$ cat src/rtl/irq_nest_pkg.sv
package irq_nest_pkg;
  typedef enum logic [2:0] {
    ST_RUN     = 3'd0,
    ST_WAITB   = 3'd1,
    ST_PUSH    = 3'd2,
    ST_LOAD    = 3'd3,
    ST_RESTORE = 3'd4
  } nest_state_t;
endpackage

$ cat src/rtl/irq_prio_pick.sv
module irq_prio_pick #(
  parameter int NUM_LINES = 8,
  localparam int LINE_W = $clog2(NUM_LINES),
  localparam int LVL_W  = LINE_W + 1
) (
  input  logic [NUM_LINES-1:0] req,
  output logic                 win_valid,
  output logic [LINE_W-1:0]    win_line,
  output logic [LVL_W-1:0]     win_level
);
  // later iterations overwrite earlier ones, so the top set bit wins
  always_comb begin
    win_valid = 1'b0;
    win_line  = '0;
    for (int i = 0; i < NUM_LINES; i++) begin
      if (req[i]) begin
        win_valid = 1'b1;
        win_line  = LINE_W'(i);
      end
    end
    win_level = win_valid ? (LVL_W'(win_line) + LVL_W'(1)) : '0;
  end
endmodule

$ cat src/rtl/irq_vec_table.sv
module irq_vec_table #(
  parameter int          NUM_LINES = 8,
  parameter int          PC_W      = 16,
  parameter int unsigned VEC_BASE  = 32'h1000,
  parameter int unsigned VEC_STRIDE = 32'h40,
  localparam int LINE_W = $clog2(NUM_LINES)
) (
  input  logic [LINE_W-1:0] line,
  output logic [PC_W-1:0]   handler_pc
);
  logic [PC_W-1:0] tbl [NUM_LINES];

  for (genvar g = 0; g < NUM_LINES; g++) begin : g_entry
    assign tbl[g] = PC_W'(VEC_BASE + VEC_STRIDE * g);
  end

  assign handler_pc = tbl[line];
endmodule

$ cat src/rtl/irq_ctx_stack.sv
module irq_ctx_stack #(
  parameter int DEPTH = 8,
  parameter int WIDTH = 28,
  localparam int ADDR_W = (DEPTH > 1) ? $clog2(DEPTH) : 1
) (
  input  logic              clk,
  input  logic              we,
  input  logic [ADDR_W-1:0] waddr,
  input  logic [WIDTH-1:0]  wdata,
  input  logic              re,
  input  logic [ADDR_W-1:0] raddr,
  output logic [WIDTH-1:0]  rdata
);
  // plain dual-port array with registered read: maps onto block RAM
  logic [WIDTH-1:0] mem [DEPTH];

  always_ff @(posedge clk) begin
    if (we) mem[waddr] <= wdata;
    if (re) rdata <= mem[raddr];
  end
endmodule

$ cat src/rtl/irq_nest_ctrl.sv
module irq_nest_ctrl #(
  parameter int          NUM_LINES   = 8,
  parameter int          PC_W        = 16,
  parameter int          PSW_W       = 8,
  parameter int          STACK_DEPTH = NUM_LINES,
  parameter int unsigned VEC_BASE    = 32'h1000,
  parameter int unsigned VEC_STRIDE  = 32'h40
) (
  input  logic                          clk,
  input  logic                          rst,
  input  logic [NUM_LINES-1:0]          irq_req,
  input  logic                          insn_done,
  input  logic [PC_W-1:0]               cur_pc,
  input  logic [PSW_W-1:0]              cur_psw,
  input  logic                          rti,
  output logic                          irq_ack,
  output logic [$clog2(NUM_LINES)-1:0]  ack_line,
  output logic                          pc_load,
  output logic [PC_W-1:0]               new_pc,
  output logic                          psw_load,
  output logic [PSW_W-1:0]              restored_psw,
  output logic [$clog2(NUM_LINES):0]    serv_level,
  output logic                          overflow_err
);
  import irq_nest_pkg::*;

  localparam int LINE_W = $clog2(NUM_LINES);
  localparam int LVL_W  = LINE_W + 1;
  localparam int FR_W   = PC_W + PSW_W + LVL_W;
  localparam int ADDR_W = (STACK_DEPTH > 1) ? $clog2(STACK_DEPTH) : 1;
  localparam int SP_W   = $clog2(STACK_DEPTH + 1);

  nest_state_t       st;
  logic [SP_W-1:0]   sp;
  logic [SP_W-1:0]   sp_dec;
  logic [LVL_W-1:0]  level_q;
  logic [LINE_W-1:0] sel_line;
  logic [PC_W-1:0]   ctx_pc;
  logic [PSW_W-1:0]  ctx_psw;

  logic              win_valid;
  logic [LINE_W-1:0] win_line;
  logic [LVL_W-1:0]  win_level;
  logic              preempt;
  logic              stack_full;
  logic              pop_now;

  logic              st_we, st_re;
  logic [FR_W-1:0]   st_wdata, st_rdata;
  logic [PC_W-1:0]   vec_pc;

  irq_prio_pick #(.NUM_LINES(NUM_LINES)) u_pick (
    .req       (irq_req),
    .win_valid (win_valid),
    .win_line  (win_line),
    .win_level (win_level)
  );

  irq_vec_table #(
    .NUM_LINES (NUM_LINES),
    .PC_W      (PC_W),
    .VEC_BASE  (VEC_BASE),
    .VEC_STRIDE(VEC_STRIDE)
  ) u_vec (
    .line      (sel_line),
    .handler_pc(vec_pc)
  );

  irq_ctx_stack #(.DEPTH(STACK_DEPTH), .WIDTH(FR_W)) u_stack (
    .clk   (clk),
    .we    (st_we),
    .waddr (sp[ADDR_W-1:0]),
    .wdata (st_wdata),
    .re    (st_re),
    .raddr (sp_dec[ADDR_W-1:0]),
    .rdata (st_rdata)
  );

  always_comb begin
    preempt    = win_valid && (win_level > level_q);
    stack_full = (sp == SP_W'(STACK_DEPTH));
    sp_dec     = sp - SP_W'(1);
    pop_now    = rti && (sp != '0) && ((st == ST_RUN) || (st == ST_WAITB));
    st_we      = (st == ST_PUSH) && !stack_full;
    st_re      = pop_now;
    st_wdata   = {ctx_pc, ctx_psw, level_q};
  end

  always_ff @(posedge clk) begin
    if (rst) begin
      st           <= ST_RUN;
      sp           <= '0;
      level_q      <= '0;
      sel_line     <= '0;
      ctx_pc       <= '0;
      ctx_psw      <= '0;
      irq_ack      <= 1'b0;
      ack_line     <= '0;
      pc_load      <= 1'b0;
      psw_load     <= 1'b0;
      new_pc       <= '0;
      restored_psw <= '0;
      overflow_err <= 1'b0;
    end else begin
      irq_ack  <= 1'b0;
      pc_load  <= 1'b0;
      psw_load <= 1'b0;
      case (st)
        ST_RUN, ST_WAITB: begin
          if (pop_now) begin
            sp <= sp_dec;
            st <= ST_RESTORE;
          end else if (st == ST_RUN) begin
            if (preempt) st <= ST_WAITB;
          end else if (insn_done) begin
            if (preempt) begin
              sel_line <= win_line;
              ctx_pc   <= cur_pc;
              ctx_psw  <= cur_psw;
              st       <= ST_PUSH;
            end else begin
              st <= ST_RUN;
            end
          end else if (!preempt) begin
            st <= ST_RUN;
          end
        end
        ST_PUSH: begin
          if (stack_full) begin
            overflow_err <= 1'b1;
            st           <= ST_RUN;
          end else begin
            sp       <= sp + SP_W'(1);
            irq_ack  <= 1'b1;
            ack_line <= sel_line;
            st       <= ST_LOAD;
          end
        end
        ST_LOAD: begin
          pc_load <= 1'b1;
          new_pc  <= vec_pc;
          level_q <= LVL_W'(sel_line) + LVL_W'(1);
          st      <= ST_RUN;
        end
        ST_RESTORE: begin
          pc_load      <= 1'b1;
          psw_load     <= 1'b1;
          new_pc       <= st_rdata[FR_W-1 -: PC_W];
          restored_psw <= st_rdata[LVL_W+PSW_W-1 -: PSW_W];
          level_q      <= st_rdata[LVL_W-1:0];
          st           <= ST_RUN;
        end
        default: st <= ST_RUN;
      endcase
    end
  end

  assign serv_level = level_q;
endmodule

$ cat config.mk
export PLATFORM = sky130hd
export DESIGN_NAME = irq_nest_ctrl
export DESIGN_NICKNAME = d
export VERILOG_FILES = /design/src/rtl/irq_nest_pkg.sv /design/src/rtl/irq_prio_pick.sv /design/src/rtl/irq_vec_table.sv /design/src/rtl/irq_ctx_stack.sv /design/src/rtl/irq_nest_ctrl.sv
export SDC_FILE = /design/constraint.sdc
export NUM_CORES = 1
export LEC_CHECK = 0
export ABC_AREA = 0
export BUFFER_PORTS_ARGS = -buffer_cell sky130_fd_sc_hd__buf_4
export CORE_MARGIN = 3
export CORE_UTILIZATION = 60
export CTS_CLUSTER_SIZE = 40
export DETAILED_ROUTE_END_ITERATION = 10
export PLACE_DENSITY_LB_ADDON = 0.15
export SETUP_SLACK_MARGIN = 0.15
export SYNTH_ARGS = -nofsm -noshare
export SYNTH_HDL_FRONTEND = slang
export SYNTH_SLANG_ARGS = --single-unit
$ cat constraint.sdc
create_clock -name clk -period 6.98 [get_ports clk]
set_clock_uncertainty 0.2 [all_clocks]
set_input_delay 1.396 -clock clk [delete_from_list [all_inputs] [get_ports clk]]
set_output_delay 1.396 -clock clk [all_outputs]
set_load 0.02 [all_outputs]
==> reports/summary.txt, run 1 <==
==================================================================================
Number of warning messages in the yosys log .........................            0
Post-route setup slack ..............................................      2.86 ns
Flip-flop and latch count after synthesis ...........................          321
Number of placed I/O pins ...........................................           71
Syn Inst Count ......................................................          705
NumNets Final .......................................................          819
Post-detailed-route count of antenna-violating nets .................            0
CTS sink count ......................................................          321
Nature of the critical path startpoint .............................. primary input
Maxcap violations ...................................................            0
Crit-path max cell delay ............................................      0.90 ns
Clk network pwr share ...............................................        28.7%
RSZ-0062 raised after global routing ................................        false
Unique cell type count in the Yosys netlist .........................           48
Mean instance size in the synthesized netlist .......................     17.4 um2
Pre-CTS setup slack .................................................      2.36 ns
Post-route DRC violation count ......................................            0
Arrival time of data at the critical path endpoint ..................      4.38 ns
Clock transition at the registers of the reported paths .............      0.06 ns
Routability Congestion ..............................................        0.824
Crit-path slowest cell .............................................. sky130_fd_sc_hd__a211o_1
Hold Violations, Final ..............................................            0
Core Area ...........................................................   19,800 um2
Total CTS buffers ...................................................           31
Sw Ratio ............................................................        29.9%
DRT iter0 DRCs ......................................................          567
Data required time at the worst endpoint ............................      7.24 ns
Seq/Total Area, Yosys ...............................................        73.0%
Number of antenna violations at the first check in global routing ...            0
Headroom to the max-slew limit ......................................        14.9%
Met3 routed WL ......................................................      1.96 mm
Startpoint-to-endpoint class of the critical path ................... primary input to flip-flop
Cell breakdown of the critical path ................................. buf_4 -> o31ai_1 -> ha_1 -> and2_1 -> ha_1 -> nor2b_1 -> o211ai_1 -> a211o_1 -> nor3_1 -> a211oi_1
Horizontal extent of the die ........................................       149 um
Number of detailed-route iterations in the first pass ...............            4
Commonest non-fill, non-tap cell in the layout ...................... sky130_fd_sc_hd__edfxtp_1
Clock tree from TritonCTS ...........................................          yes
Total wire length after detailed routing ............................      26.3 mm
Fraction of layout instances using a drive strength above 1 .........        29.1%
Highest clock frequency the design can meet .........................      243 MHz
Share of flip-flops with an asynchronous set or reset ...............           0%
Floorplan row count .................................................           51
Top_reg_cell synth .................................................. sky130_fd_sc_hd__edfxtp_1
DR vias .............................................................        6,682
HPWL after detailed placement .......................................      14.2 mm
Number of vias per cell .............................................         6.27
P_sw ................................................................      1730 uW
Die area ............................................................   22,200 um2
Post-DR wirelength/cell .............................................      24.7 um
Finish-stage setup viols ............................................            0
Leakage Power .......................................................   0.00465 uW
H-tree depth reported by CTS ........................................            1
Highest-count cells in the layout ignoring fill and taps ............ 252 x sky130_fd_sc_hd__edfxtp_1, 85 x sky130_fd_sc_hd__buf_4, 68 x sky130_fd_sc_hd__dfxtp_1
Signed area change from the synthesized netlist to the final layout .        14.9%
Fraction of power consumed by combinational cells ...................        28.3%
Vertical die dimension ..............................................       149 um
Total instance count after detailed placement .......................        1,007
Number of inserted filler cells in the final layout .................        1,250
Internal power ......................................................      4050 uW
Cell Area, Synth ....................................................   12,300 um2
Crit path capture type ..............................................    flip-flop
Wire length of the first global-routing pass ........................      40.3 mm
Total global routing overflow .......................................            0
Most used cell along the critical path .............................. sky130_fd_sc_hd__ha_1
Maximum buffer depth of the clock tree ..............................            3
Vias in the first global route ......................................        6,801
Maximum VDD drop ....................................................       305 uV
Port Buf Inserts ....................................................           70
Tmin final ..........................................................      4.12 ns
Number of buffer and inverter stages on the critical path ...........            1
Post-CTS Setup Bufs .................................................            0
Pin count of the biggest net entering global routing ................           59
CTS-repair resized insts ............................................            0
Largest delay contributor family on the critical path ............... compound AO/OA/AOI/OAI gates
Layout Cells excl Fill ..............................................        1,065
Final cycle utilization of the critical path ........................        59.0%
Highest routed metal layer ..........................................         met4
P per Cell Area .....................................................   410 nW/um2
Hold buffer count at CTS ............................................            0
Hold Crit Class ..................................................... flip-flop to flip-flop
Maximum fanout along the worst path .................................           26
Net count after synthesis ...........................................          749
Met2 wire length ....................................................      13.1 mm
Number of max-slew violations in the final report ...................            0
Insertion delay of the later-clocked pin in the worst-skew pair .....      0.55 ns
Total design power ..................................................      5780 uW
Diodes inserted .....................................................            0
Initial cell density of the core ....................................        62.0%
Number of synthesized flops with an enable pin ......................          252
Status .............................................................. finished clean
Total track usage ...................................................        24.1%
Tightest Pin Transition .............................................      1.28 ns
Final-layout setup total negative slack .............................         0 ns
Root Driver ......................................................... sky130_fd_sc_hd__clkbuf_16
Detailed-route wire length on metal 1 ...............................      10.7 mm
Sequential power share ..............................................        43.0%
==================================================================================
metal layers:
metal  vias to the layer above  GRT usage [%]
li1                       2958              -
met1                      3423           34.5
met2                       265           40.0
met3                        36           3.68
met4                         0           6.00
met5                         -              0
worst register-to-register path, delay by kind of cell (launching register included):
| kind | cells | cell delay (ns) |
|---|---|---|
| flip-flops | 1 | 0.43 |
| adder cells (fa/ha/maj) | 1 | 0.26 |
| AND/OR/NAND/NOR | 3 | 1.11 |
| AO/OA/AOI/OAI | 2 | 0.66 |
| buffers and inverters | 1 | 0.15 |
flip-flops by register name, indices dropped and copies added (netlist names), 3 cells and up:
name           count
ctx_pc            16
sp                 4
u_stack.rdata     28
u_stack.mem      224
sel_line           3
ctx_psw            8
st                 3
restored_psw       8
serv_level         4
ack_line           3
new_pc            16
path summary, 6_finish.rpt:
| path | startpoint | endpoint | slack [ns] | cells past startpoint |
|---|---|---|---|---|
| worst max-delay path | irq_req[5] | sel_line[2]$_SDFFE_PP0P_ | 2.86 | 10 |
| worst min-delay path | restored_psw[4]$_SDFFE_PP0P_ | restored_psw[4]$_SDFFE_PP0P_ | 0.25 | 2 |
| worst max register to register | sp[0]$_SDFFE_PP0P_ | ctx_pc[10]$_SDFFE_PP0P_ | 4.02 | 7 |
| worst min register to register | restored_psw[4]$_SDFFE_PP0P_ | restored_psw[4]$_SDFFE_PP0P_ | 0.25 | 2 |
logic make-up (layout without fill, tap and decap cells):
kind of cell | Yosys count | after routing | share of synthesized area (%)
fa+ha+maj | 8 | 8 | 0.817
compound gates | 107 | 107 | 5.68
buf+inv | 58 | 153 | 2.20
simple gates | 122 | 122 | 5.07
flops | 321 | 321 | 73.0
mux | 85 | 85 | 12.9
xor+xnor | 4 | 4 | 0.286
power by group through the flow:
stage | Sequential (uW) | Clock (uW) | Combinational [uW]
floorplan | 2490 | 0 | 1220
global placement | 2520 | 0 | 1600
detailed placement | 2530 | 0 | 1630
CTS | 2490 | 1680 | 1650
global route | 2510 | 1760 | 1750
finish | 2490 | 1660 | 1630
layout make-up:
cell class	instances	area (um2)	area share, %
Clock inverter	11	80.1	0.568
Timing Repair Buffer	85	638	4.53
Clock buffer	47	961	6.82
Multi-Input combinational cell	326	3090	21.9
Sequential cell	321	8950	63.5
Inverter	10	37.5	0.266
Tap cell	265	332	2.35
stage by stage:
stage	util, %	hold WS, ns	cell area [um2]
final	71.2	0.255	14100
after floorplan	-	0.242	12300
after global routing	71.2	0.277	14100
after global placement	66.0	0.243	13000
after detailed placement	66.0	0.247	13000
after CTS	71.2	0.256	14100
cells in the mapped netlist, types with 2 or more instances:
| master | number | share of area, % |
|---|---|---|
| sky130_fd_sc_hd__a311oi_1 | 4 | 0.29 |
| sky130_fd_sc_hd__mux4_2 | 56 | 10 |
| sky130_fd_sc_hd__o211ai_1 | 3 | 0.18 |
| sky130_fd_sc_hd__a211oi_1 | 3 | 0.18 |
| sky130_fd_sc_hd__buf_4 | 2 | 0.12 |
| sky130_fd_sc_hd__nor4_1 | 4 | 0.20 |
| sky130_fd_sc_hd__nor2_1 | 20 | 0.61 |
| sky130_fd_sc_hd__mux2_2 | 28 | 2.6 |
| sky130_fd_sc_hd__nor3b_1 | 2 | 0.12 |
| sky130_fd_sc_hd__or4_1 | 2 | 0.12 |
| sky130_fd_sc_hd__clkbuf_1 | 22 | 0.67 |
| sky130_fd_sc_hd__a31oi_1 | 4 | 0.20 |
| sky130_fd_sc_hd__nand3_1 | 5 | 0.20 |
| sky130_fd_sc_hd__and2_1 | 2 | 0.10 |
| sky130_fd_sc_hd__o21ai_0 | 4 | 0.16 |
| sky130_fd_sc_hd__ha_1 | 8 | 0.82 |
| sky130_fd_sc_hd__nand3b_1 | 2 | 0.12 |
| sky130_fd_sc_hd__nor3_1 | 8 | 0.33 |
| sky130_fd_sc_hd__a21oi_1 | 47 | 1.9 |
| sky130_fd_sc_hd__edfxtp_1 | 252 | 62 |
| sky130_fd_sc_hd__dfxtp_1 | 69 | 11 |
| sky130_fd_sc_hd__a22o_1 | 12 | 0.86 |
| sky130_fd_sc_hd__xnor2_1 | 3 | 0.21 |
| sky130_fd_sc_hd__buf_2 | 20 | 0.82 |
| sky130_fd_sc_hd__inv_1 | 10 | 0.31 |
| sky130_fd_sc_hd__nand4_1 | 27 | 1.4 |
| sky130_fd_sc_hd__o31ai_1 | 25 | 1.5 |
| sky130_fd_sc_hd__nor2b_1 | 2 | 0.10 |
| sky130_fd_sc_hd__nand2_1 | 40 | 1.2 |
Power figures use the tool's default switching activity.
==> run 2: changes to the inputs <==
--- a/config.mk
+++ b/config.mk
@@ -5,10 +5,10 @@
 export SDC_FILE = /design/constraint.sdc
 export NUM_CORES = 1
 export LEC_CHECK = 0
-export ABC_AREA = 0
+export ABC_AREA = 1
 export BUFFER_PORTS_ARGS = -buffer_cell sky130_fd_sc_hd__buf_4
 export CORE_MARGIN = 3
-export CORE_UTILIZATION = 60
+export CORE_UTILIZATION = 55
 export CTS_CLUSTER_SIZE = 40
 export DETAILED_ROUTE_END_ITERATION = 10
 export PLACE_DENSITY_LB_ADDON = 0.15
==> constraint.sdc (replaced) <==
create_clock -name clk -period 3.3 [get_ports clk]
set_clock_uncertainty 0.2 [all_clocks]
set_input_delay 0.66 -clock clk [delete_from_list [all_inputs] [get_ports clk]]
set_output_delay 0.66 -clock clk [all_outputs]
set_load 0.02 [all_outputs]
==> reports/summary.txt, run 2 <==
==================================================================================
Status .............................................................. finished clean
Fraction of synthesized cell area taken by the top area cell type ...        59.9%
Post-route standard cell area excluding fillers .....................   14,800 um2
Seq/Total Area, Yosys ...............................................        70.8%
Post-DR wirelength/cell .............................................      19.2 um
CTS-repair resized insts ............................................            0
Number of cells on the worst reg-to-reg path ........................            7
Share of flip-flops with an asynchronous set or reset ...............           0%
Hold buffer count at CTS ............................................            0
H-tree depth reported by CTS ........................................            2
Startpoint-to-endpoint class of the critical path ................... primary input to flip-flop
Number of vias per cell .............................................         5.64
R2r setup slk .......................................................      0.62 ns
Signed area change from the synthesized netlist to the final layout .        16.9%
Crit path capture type ..............................................    flip-flop
Mean instance size in the synthesized netlist .......................     11.5 um2
HPWL after detailed placement .......................................      16.3 mm
Highest clock frequency the design can meet .........................      366 MHz
Finish-stage setup viols ............................................            0
Diodes inserted .....................................................            0
Met2 global-route usage .............................................        37.8%
Most flop-heavy register ............................................  u_stack.mem
Nature of the critical path startpoint .............................. primary input
Standard cell area after detailed placement .........................   13,600 um2
Number of inserted filler cells in the final layout .................        1,630
Total wire length after detailed routing ............................      28.6 mm
Insertion delay of the later-clocked pin in the worst-skew pair .....      0.50 ns
Commonest non-fill, non-tap cell in the layout ...................... sky130_fd_sc_hd__nor2_1
Layout Cells excl Fill ..............................................        1,489
Arrival time of data at the critical path endpoint ..................      2.93 ns
Dominant cell by count in the synthesized netlist ................... sky130_fd_sc_hd__nor2_1
M3 GR Usage .........................................................        3.39%
Top_reg_cell synth .................................................. sky130_fd_sc_hd__edfxtp_1
Core Area ...........................................................   22,200 um2
Total instance count after detailed placement .......................        1,428
Hold path depth .....................................................            2
Post-detailed-route count of antenna-violating nets .................            0
End point of the worst hold path .................................... sp[0]$_SDFFE_PP0P_
Largest register FFs ................................................          224
Initial cell density of the core ....................................        56.9%
Routability Congestion ..............................................        0.839
Number of detailed-route iterations in the first pass ...............            5
Final-layout setup total negative slack .............................         0 ns
CTS sink count ......................................................          321
Data required time at the worst endpoint ............................      3.50 ns
Largest registers ................................................... u_stack.mem: 224 flops, u_stack.rdata: 28 flops
Final cycle utilization of the critical path ........................        82.9%
Tightest Pin Transition .............................................      1.21 ns
Syn Inst Count ......................................................        1,101
Worst hold path startpoint ..........................................          rst
Port Buf Inserts ....................................................           70
Most frequent cells after synthesis ................................. 270 x sky130_fd_sc_hd__nor2_1, 252 x sky130_fd_sc_hd__edfxtp_1, 161 x sky130_fd_sc_hd__nand2_1, 76 x sky130_fd_sc_hd__o21ai_0, 69 x sky130_fd_sc_hd__dfxtp_1
NumNets Final .......................................................        1,228
Vertical die dimension ..............................................       158 um
Startpoint of the lowest-slack register-to-register path ............ st[1]$_SDFFE_PP0P_
WHS .................................................................     0.230 ns
Hold Crit Class ..................................................... primary input to flip-flop
Leakage Power .......................................................   0.00558 uW
Post-CTS Setup Bufs .................................................            0
Wire length of the first global-routing pass ........................      44.5 mm
Unique cell type count in the Yosys netlist .........................           33
Die area ............................................................   24,800 um2
Post-synthesis cell type with the largest combined area ............. sky130_fd_sc_hd__edfxtp_1
Net count after synthesis ...........................................        1,145
Capture instance of the worst register-to-register path ............. u_stack.mem[4][2]$_DFFE_PP_
Met1 layer usage reported by global route ...........................        33.1%
DRT iter0 DRCs ......................................................          772
Synth area leaders .................................................. sky130_fd_sc_hd__edfxtp_1 60%, sky130_fd_sc_hd__dfxtp_1 11%, sky130_fd_sc_hd__nor2_1 8.0%, sky130_fd_sc_hd__nand2_1 4.8%, sky130_fd_sc_hd__o32ai_1 3.9%
Number of antenna violations at the first check in global routing ...            0
Number of max-slew violations in the final report ...................            0
Highest-count cells in the layout ignoring fill and taps ............ 264 x sky130_fd_sc_hd__nor2_1, 252 x sky130_fd_sc_hd__edfxtp_1, 161 x sky130_fd_sc_hd__nand2_1
Total track usage ...................................................        23.4%
Most utilized layer in the global route result ......................         met2
Clock tree from TritonCTS ...........................................          yes
Vias in the first global route ......................................        8,135
Maximum buffer depth of the clock tree ..............................            3
Clock transition at the registers of the reported paths .............      0.06 ns
Horizontal extent of the die ........................................       158 um
Headroom to the max-slew limit ......................................        19.1%
P per Cell Area .....................................................   896 nW/um2
Maxcap violations ...................................................            0
Fraction of layout instances using a drive strength above 1 .........        15.6%
DR vias .............................................................        8,401
Number of synthesized flops with an enable pin ......................          252
Maximum VDD drop ....................................................       537 uV
Number of placed I/O pins ...........................................           71
Flip-flop and latch count after synthesis ...........................          321
Total global routing overflow .......................................            0
Tmin final ..........................................................      2.74 ns
Maximum fanout along the worst path .................................           27
Cell Area, Synth ....................................................   12,600 um2
Number of warning messages in the yosys log .........................            0
Hold Violations, Final ..............................................            0
Pin count of the biggest net entering global routing ................           78
Floorplan row count .................................................           54
Post-route DRC violation count ......................................            0
RSZ-0062 raised after global routing ................................        false
Total CTS buffers ...................................................           34
Root Driver ......................................................... sky130_fd_sc_hd__clkbuf_16
==================================================================================
[run 2: changes by cell type in the layout (fill, tap and decap cells not counted), moves of 28 or more]
cell	delta
sky130_fd_sc_hd__mux4_2	-56
sky130_fd_sc_hd__o21ai_0	+72
sky130_fd_sc_hd__inv_1	+43
sky130_fd_sc_hd__a21oi_1	-33
sky130_fd_sc_hd__nand3_1	+28
sky130_fd_sc_hd__mux2_2	-28
sky130_fd_sc_hd__nand2_1	+121
sky130_fd_sc_hd__o32ai_1	+56
sky130_fd_sc_hd__nor2_1	+246
[run 2: critical path, cell delays in order]
cell and delay [ns]:
sky130_fd_sc_hd__buf_4 0.11, sky130_fd_sc_hd__inv_1 0.06, sky130_fd_sc_hd__nand2_1 0.05, sky130_fd_sc_hd__nand2_1 0.05, sky130_fd_sc_hd__nand2_1 0.04, sky130_fd_sc_hd__a21oi_1 0.16
sky130_fd_sc_hd__inv_1 0.06, sky130_fd_sc_hd__ha_1 0.21, sky130_fd_sc_hd__nor3_1 0.20, sky130_fd_sc_hd__nor3_1 0.08, sky130_fd_sc_hd__ha_1 0.27, sky130_fd_sc_hd__nand2_1 0.05
sky130_fd_sc_hd__inv_1 0.06, sky130_fd_sc_hd__nand2_1 0.05, sky130_fd_sc_hd__nand2_1 0.06, sky130_fd_sc_hd__nand3_2 0.12, sky130_fd_sc_hd__nor2_2 0.15, sky130_fd_sc_hd__buf_12 0.23
sky130_fd_sc_hd__nand3_1 0.11, sky130_fd_sc_hd__nand2_1 0.10, sky130_fd_sc_hd__nor2_1 0.05
[run 2: layout make-up]
class	instances	area (um2)	area share, %
inverter	58	221	1.50
clock buffer	45	963	6.52
timing repair buffer	109	893	6.05
sequential	321	8950	60.6
tap	280	350	2.37
multi-input combinational	660	3230	21.9
clock inverter	16	160	1.08
[run 2: worst max-delay path by stage]
stage               depth (start not counted)                     endpoint          startpoint  slack, ns
global route                               22       ctx_pc[9]$_SDFFE_PP0P_          irq_req[2]       0.32
finish                                     21      ctx_pc[12]$_SDFFE_PP0P_          irq_req[3]       0.56
detailed placement                         21       ctx_pc[8]$_SDFFE_PP0P_          irq_req[3]       0.04
CTS                                        21      ctx_pc[12]$_SDFFE_PP0P_          irq_req[3]       0.56
floorplan                                  10  u_stack.mem[3][0]$_DFFE_PP_  sp[0]$_SDFFE_PP0P_      -0.08
global placement                           21       ctx_pc[9]$_SDFFE_PP0P_          irq_req[3]       0.14
[run 2: power by group]
part           total, uW  internal [uW]  switching, uW
registers           5210           4980            229
clock network       3790           2290           1490
logic               4230           1400           2830
[run 2: routing by layer]
metal  vias up  share of wire, %
li1       4018                 -
met1      4027                43
met2       306                48
met3        50               6.7
met4         0               2.3
met5         -                 0
[run 2: cell families after synthesis]
logic type	Yosys count	share of synthesized area [%]
AND/OR/NAND/NOR	484	15.4
flip-flops	321	70.8
AO/OA/AOI/OAI	165	8.79
buffers and inverters	120	3.97
adder cells (fa/ha/maj)	8	0.792
XOR/XNOR	3	0.208
[run 2: per-stage QoR]
step / power (uW) / util [%] / worst slack [ns]
after global routing: 14000 / 66.4 / 0.318
after detailed placement: 9500 / 61.4 / 0.0445
after floorplan: 8150 / - / -0.0848
after global placement: 9410 / 61.4 / 0.144
after CTS: 13300 / 66.4 / 0.556
final: 13200 / 66.4 / 0.565
==> run 3: changes to the inputs <==
--- a/config.mk
+++ b/config.mk
@@ -5,10 +5,10 @@
 export SDC_FILE = /design/constraint.sdc
 export NUM_CORES = 1
 export LEC_CHECK = 0
-export ABC_AREA = 1
+export ABC_AREA = 0
 export BUFFER_PORTS_ARGS = -buffer_cell sky130_fd_sc_hd__buf_4
 export CORE_MARGIN = 3
-export CORE_UTILIZATION = 55
+export CORE_UTILIZATION = 60
 export CTS_CLUSTER_SIZE = 40
 export DETAILED_ROUTE_END_ITERATION = 10
 export PLACE_DENSITY_LB_ADDON = 0.15
==> constraint.sdc (replaced) <==
create_clock -name clk -period 2.8 [get_ports clk]
set_clock_uncertainty 0.2 [all_clocks]
set_input_delay 0.56 -clock clk [delete_from_list [all_inputs] [get_ports clk]]
set_output_delay 0.56 -clock clk [all_outputs]
set_load 0.02 [all_outputs]
==> reports/summary.txt, run 3 (synthesized netlist as in run 1, its figures left out) <==
==================================================================================
Status .............................................................. finished clean
Diodes inserted .....................................................            0
Capture point of the worst path ..................................... ctx_pc[2]$_SDFFE_PP0P_
Commonest non-fill, non-tap cell in the layout ...................... sky130_fd_sc_hd__edfxtp_1
Highest-count cells in the layout ignoring fill and taps ............ 252 x sky130_fd_sc_hd__edfxtp_1, 101 x sky130_fd_sc_hd__buf_4, 67 x sky130_fd_sc_hd__dfxtp_1
Signed area change from the synthesized netlist to the final layout .        21.2%
Data required time at the worst endpoint ............................      3.02 ns
Fraction of layout instances using a drive strength above 1 .........        35.8%
Pin count of the biggest net entering global routing ................           64
Arrival time of data at the critical path endpoint ..................      2.93 ns
Nature of the critical path startpoint .............................. primary input
Total CTS buffers ...................................................           31
M3 GR Usage .........................................................        5.35%
HPWL after detailed placement .......................................      15.2 mm
Maximum buffer depth of the clock tree ..............................            3
Number of max-slew violations in the final report ...................            0
Largest register FFs ................................................          224
Tightest Pin Transition .............................................     0.563 ns
Crit-path max cell delay ............................................      0.46 ns
Floorplan row count .................................................           51
Tmin final ..........................................................      2.71 ns
Total track usage ...................................................        24.8%
Largest registers ................................................... u_stack.mem: 224 flops, u_stack.rdata: 28 flops
Crit path capture type ..............................................    flip-flop
Maxcap violations ...................................................            0
Number of placed I/O pins ...........................................           71
Met2 global-route usage .............................................        40.0%
Core Area ...........................................................   19,800 um2
Die area ............................................................   22,200 um2
Post-DR wirelength/cell .............................................      25.3 um
Leakage Power .......................................................   0.00494 uW
Cell breakdown of the critical path ................................. buf_6 -> inv_8 -> a21oi_2 -> o31a_1 -> inv_1 -> ha_1 -> and2_4 -> ha_4 -> nor2b_4 -> o211ai_1 -> a211o_2 -> clkbuf_16 -> o31ai_1 -> a21oi_1
Crit-path slowest cell .............................................. sky130_fd_sc_hd__a211o_2
Insertion delay of the later-clocked pin in the worst-skew pair .....      0.56 ns
Headroom to the max-slew limit ......................................        62.5%
RSZ-0062 raised after global routing ................................         true
DRT iter0 DRCs ......................................................          554
Met1 layer usage reported by global route ...........................        34.6%
Hold Violations, Final ..............................................            0
R2r setup slk .......................................................      0.26 ns
Maximum fanout along the worst path .................................            8
Initial cell density of the core ....................................        62.0%
Number of antenna violations at the first check in global routing ...            0
Vertical die dimension ..............................................       149 um
Vias in the first global route ......................................        7,223
Most utilized layer in the global route result ......................         met2
Horizontal extent of the die ........................................       149 um
Maximum VDD drop ....................................................       639 uV
Final-layout setup total negative slack .............................         0 ns
Clock transition at the registers of the reported paths .............      0.06 ns
Number of detailed-route iterations in the first pass ...............            7
Post-detailed-route count of antenna-violating nets .................            0
Highest clock frequency the design can meet .........................      369 MHz
H-tree depth reported by CTS ........................................            1
Startpoint of the lowest-slack register-to-register path ............ sp[1]$_SDFFE_PP0P_
Layout Cells excl Fill ..............................................        1,100
Hold Crit Class ..................................................... primary input to flip-flop
Port Buf Inserts ....................................................           70
Total wire length after detailed routing ............................      27.8 mm
DR vias .............................................................        7,081
Wire length of the first global-routing pass ........................      41.7 mm
Clock tree from TritonCTS ...........................................          yes
Startpoint-to-endpoint class of the critical path ................... primary input to flip-flop
Routability Congestion ..............................................        0.842
Total instance count after detailed placement .......................        1,039
Capture instance of the worst register-to-register path ............. u_stack.rdata[13]$_DFFE_PP_
Final cycle utilization of the critical path ........................        96.8%
Post-route DRC violation count ......................................            0
Total global routing overflow .......................................            0
Finish-stage setup viols ............................................            0
Most flop-heavy register ............................................  u_stack.mem
Startpoint of the most critical setup path ..........................   irq_req[2]
P per Cell Area .....................................................  1040 nW/um2
Number of vias per cell .............................................         6.44
CTS sink count ......................................................          321
Number of cells on the worst reg-to-reg path ........................            5
Root Driver ......................................................... sky130_fd_sc_hd__clkbuf_16
NumNets Final .......................................................          854
==================================================================================
-- run 3: cell count changes in the layout (fill, tap and decap cells not counted), moves of 25 or more --
cell                      previous run  this run
sky130_fd_sc_hd__o21ai_0            76         4
sky130_fd_sc_hd__mux2_2              0        28
sky130_fd_sc_hd__o32ai_1            56         0
sky130_fd_sc_hd__a21oi_1            14        43
sky130_fd_sc_hd__nand4_1             2        27
sky130_fd_sc_hd__nand2_1           161        39
sky130_fd_sc_hd__inv_1              52         7
sky130_fd_sc_hd__mux4_2              0        56
sky130_fd_sc_hd__nand3_1            33         5
sky130_fd_sc_hd__nor2_1            264        18
-- run 3: metal layers --
layer,part of all wire [%],wire length [um]
met4,2.8,770
met1,38,10500
met5,0,0
met3,9.9,2750
met2,50,13800
-- run 3: per-stage QoR --
step	setup WS (ns)	utilization (%)	power, uW	cell area (um2)	hold slack (ns)
floorplan	-0.147	-	9440	12400	0.242
global placement	-0.387	68.2	10600	13500	0.248
detailed placement	-0.482	68.2	10800	13500	0.252
CTS	0.152	74.0	15200	14600	0.0552
global route	-0.0167	75.1	16100	14900	0.0577
finish	0.0885	75.1	15400	14900	0.0738
-- run 3: how the worst min path moves through the flow --
stage	startpoint	end	slack, ns	depth (start not counted)
final	cur_pc[0]	ctx_pc[0]$_SDFFE_PP0P_	0.07	3
after global routing	cur_pc[0]	ctx_pc[0]$_SDFFE_PP0P_	0.06	3
after CTS	cur_pc[1]	ctx_pc[1]$_SDFFE_PP0P_	0.06	3
after detailed placement	u_stack.rdata[17]$_DFFE_PP_	new_pc[5]$_SDFFE_PP0P_	0.25	1
after global placement	restored_psw[4]$_SDFFE_PP0P_	restored_psw[4]$_SDFFE_PP0P_	0.25	2
after floorplan	u_stack.rdata[12]$_DFFE_PP_	new_pc[0]$_SDFFE_PP0P_	0.24	1
-- run 3: repair_timing --
| item | in CTS | in global routing |
|---|---|---|
| pin swaps | 2 | 13 |
| hold buffers | 0 | 0 |
| gates cloned | 0 | 1 |
| buffers inserted | 1 | 1 |
| setup endpoints to repair | 17 | 50 |
| gates resized for setup | 4 | 33 |
-- run 3: worst max-delay path, delay by kind of cell --
kind,cells,cell delay (ns)
buffers and inverters,4,0.41
and+or+nand+nor,2,0.27
adders and majority gates,2,0.48
AOI/OAI and AO/OA,6,1.21
-- run 3: layout make-up --
class	instances	area, um2
clock buffer	44	907
clock inverter	14	183
fill	1134	4920
inverter	10	52.6
multi-input combinational	326	3330
sequential	321	8950
tap	265	332
timing repair buffer	120	1100
-- run 3: power breakdown --
part           switching, uW  internal (uW)  leakage (uW)
clock                   1690           2630      0.000541
sequential               313           5830       0.00287
combinational           2690           2310       0.00153
total                   4680          10800       0.00494
